<file path="src/rtl/pcs_pkg.sv">
package pcs_pkg;
  typedef enum logic [3:0] {
    CMD_MR  = 4'b0110,
    CMD_MW  = 4'b0111,
    CMD_MRM = 4'b1100,
    CMD_MRL = 4'b1110,
    CMD_MWI = 4'b1111
  } pci_cmd_e;

  typedef enum logic [1:0] {
    XC_GENERAL  = 2'd0,
    XC_FETCH_NP = 2'd1,
    XC_LDST     = 2'd2,
    XC_FLUSH    = 2'd3
  } xfer_class_e;

  typedef struct packed {
    pci_cmd_e cmd;
    logic     align;
  } decision_t;

  localparam int unsigned MAX_LINE_LOG2 = 7;
endpackage

</file>
<file path="src/rtl/pcs_line_check.sv">
module pcs_line_check #(
  parameter int unsigned LS_W = 8
) (
  input  logic [LS_W-1:0]                    line_size,
  output logic                               line_ok,
  output logic [pcs_pkg::MAX_LINE_LOG2-1:0]  line_mask
);
  localparam int unsigned NLOG = pcs_pkg::MAX_LINE_LOG2;

  logic [NLOG:1] hit;

  genvar k;
  generate
    for (k = 1; k <= NLOG; k++) begin : g_size
      assign hit[k] = (line_size == LS_W'(1 << k));
    end
  endgenerate

  always_comb begin
    line_ok   = |hit;
    line_mask = '0;
    for (int j = 1; j <= NLOG; j++) begin
      if (hit[j]) line_mask = NLOG'((1 << j) - 1);
    end
  end
endmodule

</file>
<file path="src/rtl/pcs_burst_check.sv">
module pcs_burst_check #(
  parameter int unsigned LS_W = 8
) (
  input  logic [2:0]      burst_code,
  input  logic [LS_W-1:0] line_size,
  output logic            burst_ok
);
  localparam int unsigned BW = (LS_W > 8) ? LS_W : 8;

  logic [BW-1:0] burst_dw;
  logic          reserved;

  always_comb begin
    reserved = (burst_code == 3'b111);
    burst_dw = reserved ? '0 : BW'(2) << burst_code;
    burst_ok = !reserved && (burst_dw >= BW'(line_size));
  end
endmodule

</file>
<file path="src/rtl/pcs_geom.sv">
module pcs_geom #(
  parameter int unsigned ADDR_W = 32,
  parameter int unsigned LEN_W  = 16,
  parameter int unsigned LS_W   = 8
) (
  input  logic [ADDR_W-1:0]                  addr,
  input  logic [LEN_W-1:0]                   len_dw,
  input  logic [LS_W-1:0]                    line_size,
  input  logic [pcs_pkg::MAX_LINE_LOG2-1:0]  line_mask,
  output logic                               aligned,
  output logic                               spans,
  output logic                               covers
);
  localparam int unsigned NLOG = pcs_pkg::MAX_LINE_LOG2;
  localparam int unsigned SW   = ((LEN_W > LS_W) ? LEN_W : LS_W) + 1;

  logic [NLOG-1:0] offset;
  logic [SW-1:0]   reach;

  always_comb begin
    offset  = addr[NLOG+1:2] & line_mask;
    reach   = SW'(offset) + SW'(len_dw);
    aligned = (offset == '0);
    spans   = reach > SW'(line_size);
    covers  = SW'(len_dw) >= SW'(line_size);
  end
endmodule

</file>
<file path="src/rtl/pcs_cmd_pick.sv">
module pcs_cmd_pick
  import pcs_pkg::*;
(
  input  logic      eligible,
  input  logic      write,
  input  logic      aligned,
  input  logic      spans,
  input  logic      covers,
  input  logic      en_mrl,
  input  logic      en_mrm,
  input  logic      en_mwi,
  output decision_t dec
);
  always_comb begin
    dec.align = 1'b0;
    if (!eligible) begin
      dec.cmd = write ? CMD_MW : CMD_MR;
    end else if (write) begin
      if (!aligned) begin
        dec.cmd   = CMD_MW;
        dec.align = 1'b1;
      end else if (covers && en_mwi) begin
        dec.cmd = CMD_MWI;
      end else begin
        dec.cmd = CMD_MW;
      end
    end else if (spans && en_mrm) begin
      dec.cmd = CMD_MRM;
    end else if (en_mrl) begin
      dec.cmd = CMD_MRL;
    end else begin
      dec.cmd = CMD_MR;
    end
  end
endmodule

</file>
<file path="src/rtl/pci_cmd_select.sv">
module pci_cmd_select
  import pcs_pkg::*;
#(
  parameter int unsigned ADDR_W = 32,
  parameter int unsigned LEN_W  = 16,
  parameter int unsigned LS_W   = 8
) (
  input  logic              clk,
  input  logic              rst_n,
  input  logic              req_i,
  input  logic [LS_W-1:0]   line_size_i,
  input  logic              cache_en_i,
  input  logic              en_mrl_i,
  input  logic              en_mrm_i,
  input  logic              en_mwi_a_i,
  input  logic              en_mwi_b_i,
  input  logic [2:0]        burst_code_i,
  input  logic [1:0]        xfer_class_i,
  input  logic              write_i,
  input  logic [ADDR_W-1:0] addr_i,
  input  logic [LEN_W-1:0]  len_dw_i,
  output logic              valid_o,
  output logic [3:0]        cmd_o,
  output logic              align_o
);
  localparam int unsigned NLOG = MAX_LINE_LOG2;

  logic            line_ok;
  logic [NLOG-1:0] line_mask;
  logic            burst_ok;
  logic            class_ok;
  logic            eligible;
  logic            aligned, spans, covers;
  decision_t       dec_d, dec_q;
  logic            valid_d, valid_q;

  pcs_line_check #(.LS_W(LS_W)) u_line (
    .line_size (line_size_i),
    .line_ok   (line_ok),
    .line_mask (line_mask)
  );

  pcs_burst_check #(.LS_W(LS_W)) u_burst (
    .burst_code (burst_code_i),
    .line_size  (line_size_i),
    .burst_ok   (burst_ok)
  );

  pcs_geom #(.ADDR_W(ADDR_W), .LEN_W(LEN_W), .LS_W(LS_W)) u_geom (
    .addr      (addr_i),
    .len_dw    (len_dw_i),
    .line_size (line_size_i),
    .line_mask (line_mask),
    .aligned   (aligned),
    .spans     (spans),
    .covers    (covers)
  );

  always_comb begin
    class_ok = (xfer_class_e'(xfer_class_i) == XC_GENERAL);
    eligible = cache_en_i && line_ok && burst_ok && class_ok;
  end

  pcs_cmd_pick u_pick (
    .eligible (eligible),
    .write    (write_i),
    .aligned  (aligned),
    .spans    (spans),
    .covers   (covers),
    .en_mrl   (en_mrl_i),
    .en_mrm   (en_mrm_i),
    .en_mwi   (en_mwi_a_i && en_mwi_b_i),
    .dec      (dec_d)
  );

  // next-state
  always_comb begin
    valid_d = req_i;
  end

  // registers
  always_ff @(posedge clk or negedge rst_n) begin
    if (!rst_n) begin
      valid_q <= 1'b0;
    end else begin
      valid_q <= valid_d;
    end
  end

  always_ff @(posedge clk or negedge rst_n) begin
    if (!rst_n) begin
      dec_q.cmd   <= CMD_MR;
      dec_q.align <= 1'b0;
    end else if (req_i) begin
      dec_q <= dec_d;
    end
  end

  assign valid_o = valid_q;
  assign cmd_o   = dec_q.cmd;
  assign align_o = dec_q.align;
endmodule

</file>
<file path="config.mk">
export PLATFORM = sky130hd
export DESIGN_NAME = pci_cmd_select
export DESIGN_NICKNAME = d
export VERILOG_FILES = /design/src/rtl/pcs_pkg.sv /design/src/rtl/pcs_line_check.sv /design/src/rtl/pcs_burst_check.sv /design/src/rtl/pcs_geom.sv /design/src/rtl/pcs_cmd_pick.sv /design/src/rtl/pci_cmd_select.sv
export SDC_FILE = /design/constraint.sdc
export NUM_CORES = 1
export LEC_CHECK = 0
export BUFFER_PORTS_ARGS = -buffer_cell sky130_fd_sc_hd__clkbuf_2
export CAP_MARGIN = 10
export CORE_ASPECT_RATIO = 1.5
export CORE_UTILIZATION = 43
export CTS_BUF_LIST = sky130_fd_sc_hd__clkbuf_8 sky130_fd_sc_hd__clkbuf_16
export DETAILED_ROUTE_END_ITERATION = 10
export PLACE_DENSITY = 0.79
export SLEW_MARGIN = 20
export SYNTH_ARGS = -nofsm -noshare
export SYNTH_HDL_FRONTEND = slang
export SYNTH_SLANG_ARGS = --single-unit
</file>
<file path="constraint.sdc">
create_clock -name clk -period 0.86 [get_ports clk]
set_clock_uncertainty 0.2 [all_clocks]
set_input_delay 0 -clock clk [delete_from_list [all_inputs] [get_ports clk]]
set_output_delay 0 -clock clk [all_outputs]
set_load 0.02 [all_outputs]
</file>
==> metrics.txt <==
Placement Cell Area=0.002312 sq mm; vias per cell=5.758; Worst-Skew Late Latency=220 ps; average size of a mapped cell=7.757 sq um; share of cells above drive strength 1=0.5079; GRT Residual Overflow=0; fin crit period=3601 ps; Final Routed Wirelength=5.981 mm; routed len/inst=16.66 um; 1st-iter DRT viols=56; worst-path fanout max=3; cell leakage power=1.331 nW; Hold Path Class=input pin to register; first-pass GRT wire length=8.735 mm; largest net degree at the start of global routing=6; Clk network pwr share=0.268; Tot GR Track Use=0.2933; Gate Count Post-Synth=200; Post-synth ARST share=1.000; final hold slack=-139.2 ps; Max-Cap Viols=0; DR vias=2067; DRC=0; clock buffer depth=2; Setup Crit Path Kind=input pin to register; synth unique cells=58; Max VDD drop=0.9753 mV; die area=0.003857 sq mm; num rows=26; top-level I/O count=76; Detailed Routing Iterations Pass 1=4; sw frac=0.3769; Post-synth EDFFs=0; die width=51.05 um; Post-DRT Antenna Nets=0; Mapped Area=0.001551 sq mm; Worst EP required=810 ps; register area share after synthesis=0.08145; fin nets=419; IO buf count=49; TritonCTS Buffers=3; final hold violation count=9; total clock sinks=5; final clock period utilization by the worst path=4.187; Flop pwr share=0.151; RSZ-0062 raised after global routing=true; HPWL after DPL=3.973 mm; arrival time at the worst endpoint=3550 ps; vias in the first global route=2018; pre-CTS WS=-2912 ps; Comb pwr share=0.581; initial antenna violation count=0; H-tree depth=1; Mapped Nets=301; chip height=75.57 um; Final Util=0.7740; Primary FF master, synth=dfrtp_1; CTS Hold Bufs=1; setup ws final=-2741 ps; clock root cell=clkbuf_8; filler instances=234; Setup violations, final=9; P per Cell Area=623.7 mW/mm^2; Core Area=0.003416 sq mm; internal power=0.001027 W; clk slew on worst S/H paths=40 ps; TritonCTS clock tree=yes; GPL Wtd Cong=0.9410; area delta synth->final=70.40%; Ant. Diodes=0; Final Power=0.001649 W; max-slew violations=0; Synth warnings=0; CP Capture Type=register; synthesis-stage register bit count=5; Design Area, Final=0.002644 sq mm; crit path launch type=input pin; failing checks=negative hold slack, negative setup slack; status=finished, violations left; Psw=0.0006215 W; Max Freq=277.7 MHz; Initial Util=0.4542
cell usage in the layout, fill, tap and decap left out, types with 2 or more instances in the layout:
cell type	n
clkbuf_8	3
nor2_2	2
o21a_1	5
and3b_1	2
or3_4	2
o21ai_2	3
a211oi_4	2
o21ai_0	7
nor3_1	9
o211ai_1	3
buf_4	63
nor2b_1	3
a21oi_2	2
buf_6	10
clkbuf_2	42
nand2_2	2
and4_1	2
nor3b_1	3
xor2_1	5
and2_1	2
nand2b_1	2
nand2_1	9
a21oi_1	11
ha_4	3
a211oi_2	4
xnor2_1	4
inv_2	2
and3_1	3
ha_1	27
o21ai_1	3
inv_1	19
dfrtp_1	3
nand3_1	5
nor2_1	8
a21o_1	4
nand4_1	2
through the flow:
step | setup TNS (ps) | hold slack (ps) | cells
finish | -7347 | -139.2 | 359
floorplan | -6333 | -495.6 | 200
CTS | -6901 | -160.6 | 361
detailed placement | -7141 | -376.8 | 345
global placement | -6954 | -379.9 | 345
global route | -7671 | -155.5 | 359
cell type report:
cell class,instances,area [sq um],area share
Tap cell,42,52.55,0.01988
Clock buffer,3,41.29,0.01562
Inverter,20,75.07,0.02840
Multi-Input combinational cell,171,1523,0.5760
Timing Repair Buffer,117,820.8,0.3105
Clock inverter,1,3.754,0.001420
Sequential cell,5,127.6,0.04827
critical path, stage by stage:
cell and delay [ps]:
buf_6 100, buf_6 100, nor3b_4 140, a211oi_2 270, o22ai_2 130, nand2_2 90, inv_2 50, ha_4 160
fa_2 420, buf_6 140, a21o_1 160, a211oi_2 190, nor2_1 80, ha_1 300, nand4_1 120, o221ai_1 390
a21oi_2 120, o31ai_2 100, a21oi_1 120, o32a_1 370
kinds of logic (layout without fill, tap and decap cells):
| logic type | after synthesis | after routing | synth area share |
|---|---|---|---|
| AO/OA/AOI/OAI | 62 | 62 | 0.2936 |
| other | 1 | 1 | 0.002417 |
| buffers and inverters | 24 | 141 | 0.06612 |
| AND/OR/NAND/NOR | 67 | 67 | 0.2436 |
| adder cells (fa/ha/maj) | 31 | 31 | 0.2548 |
| flip-flops | 5 | 5 | 0.08146 |
| XOR/XNOR | 9 | 9 | 0.05080 |
| multiplexers | 1 | 1 | 0.007258 |
state kept, by name, indices dropped and copies added, names as in the netlist:
signal,count
cmd_o,3
valid_o,1
align_o,1
what timing repair did:
item	in CTS	in global routing
resized for setup	30	26
buffers inserted	25	2
hold endpoints to repair	10	9
gates cloned	0	0
endpoints found under the setup margin	9	9
pin swaps	21	12
path summary, 6_finish.rpt:
| kind | slack, ps | to | start | cells past startpoint |
|---|---|---|---|---|
| min in group asynchronous | -50 | align_o | rst_n | 2 |
| max | -2740 | cmd_o[1] | line_size_i[6] | 20 |
| min | -140 | valid_o | req_i | 2 |
| min reg2reg | 340 | cmd_o[0] | cmd_o[0] | 1 |
| max reg2reg | -130 | cmd_o[0] | cmd_o[0] | 1 |
| max in group asynchronous | 290 | cmd_o[1] | rst_n | 2 |
power groups by stage:
stage | combinational, W | clock [W] | sequential, W
after floorplan | 0.000375 | 0 | 0.000260
after global placement | 0.000770 | 0 | 0.000250
after detailed placement | 0.000792 | 0 | 0.000250
after CTS | 0.000871 | 0.000434 | 0.000248
after global routing | 0.00103 | 0.000463 | 0.000249
final | 0.000957 | 0.000442 | 0.000249
routing by layer:
layer,share of wire,vias up,GRT usage
met3,0.040,20,0.02794
met5,0,-,0
li1,-,985,-
met1,0.40,968,0.3325
met4,0.034,0,0.1204
met2,0.52,94,0.5526
synthesized netlist by cell type, drive strengths merged (2+ instances only):
library cell  instances  share of area
ha                   30           0.24
inv                  20          0.048
a21oi                13          0.042
o21ai                13          0.044
nand2                11          0.027
nor2                 11          0.027
nor3                 11          0.039
a211oi                6          0.032
o21a                  6          0.030
nand3                 5          0.016
xor2                  5          0.028
a21o                  4          0.019
and3                  4          0.016
dfrtp                 4          0.065
nor3b                 4          0.019
xnor2                 4          0.023
buf                   3          0.015
nor2b                 3          0.012
o211ai                3          0.015
o31ai                 3          0.023
or3                   3          0.012
a2111oi               2          0.012
and2                  2         0.0081
and3b                 2          0.011
and4                  2          0.011
nand2b                2         0.0081
nand4                 2         0.0081
o32ai                 2          0.016
No activity file was read; power rests on OpenSTA's default activity.
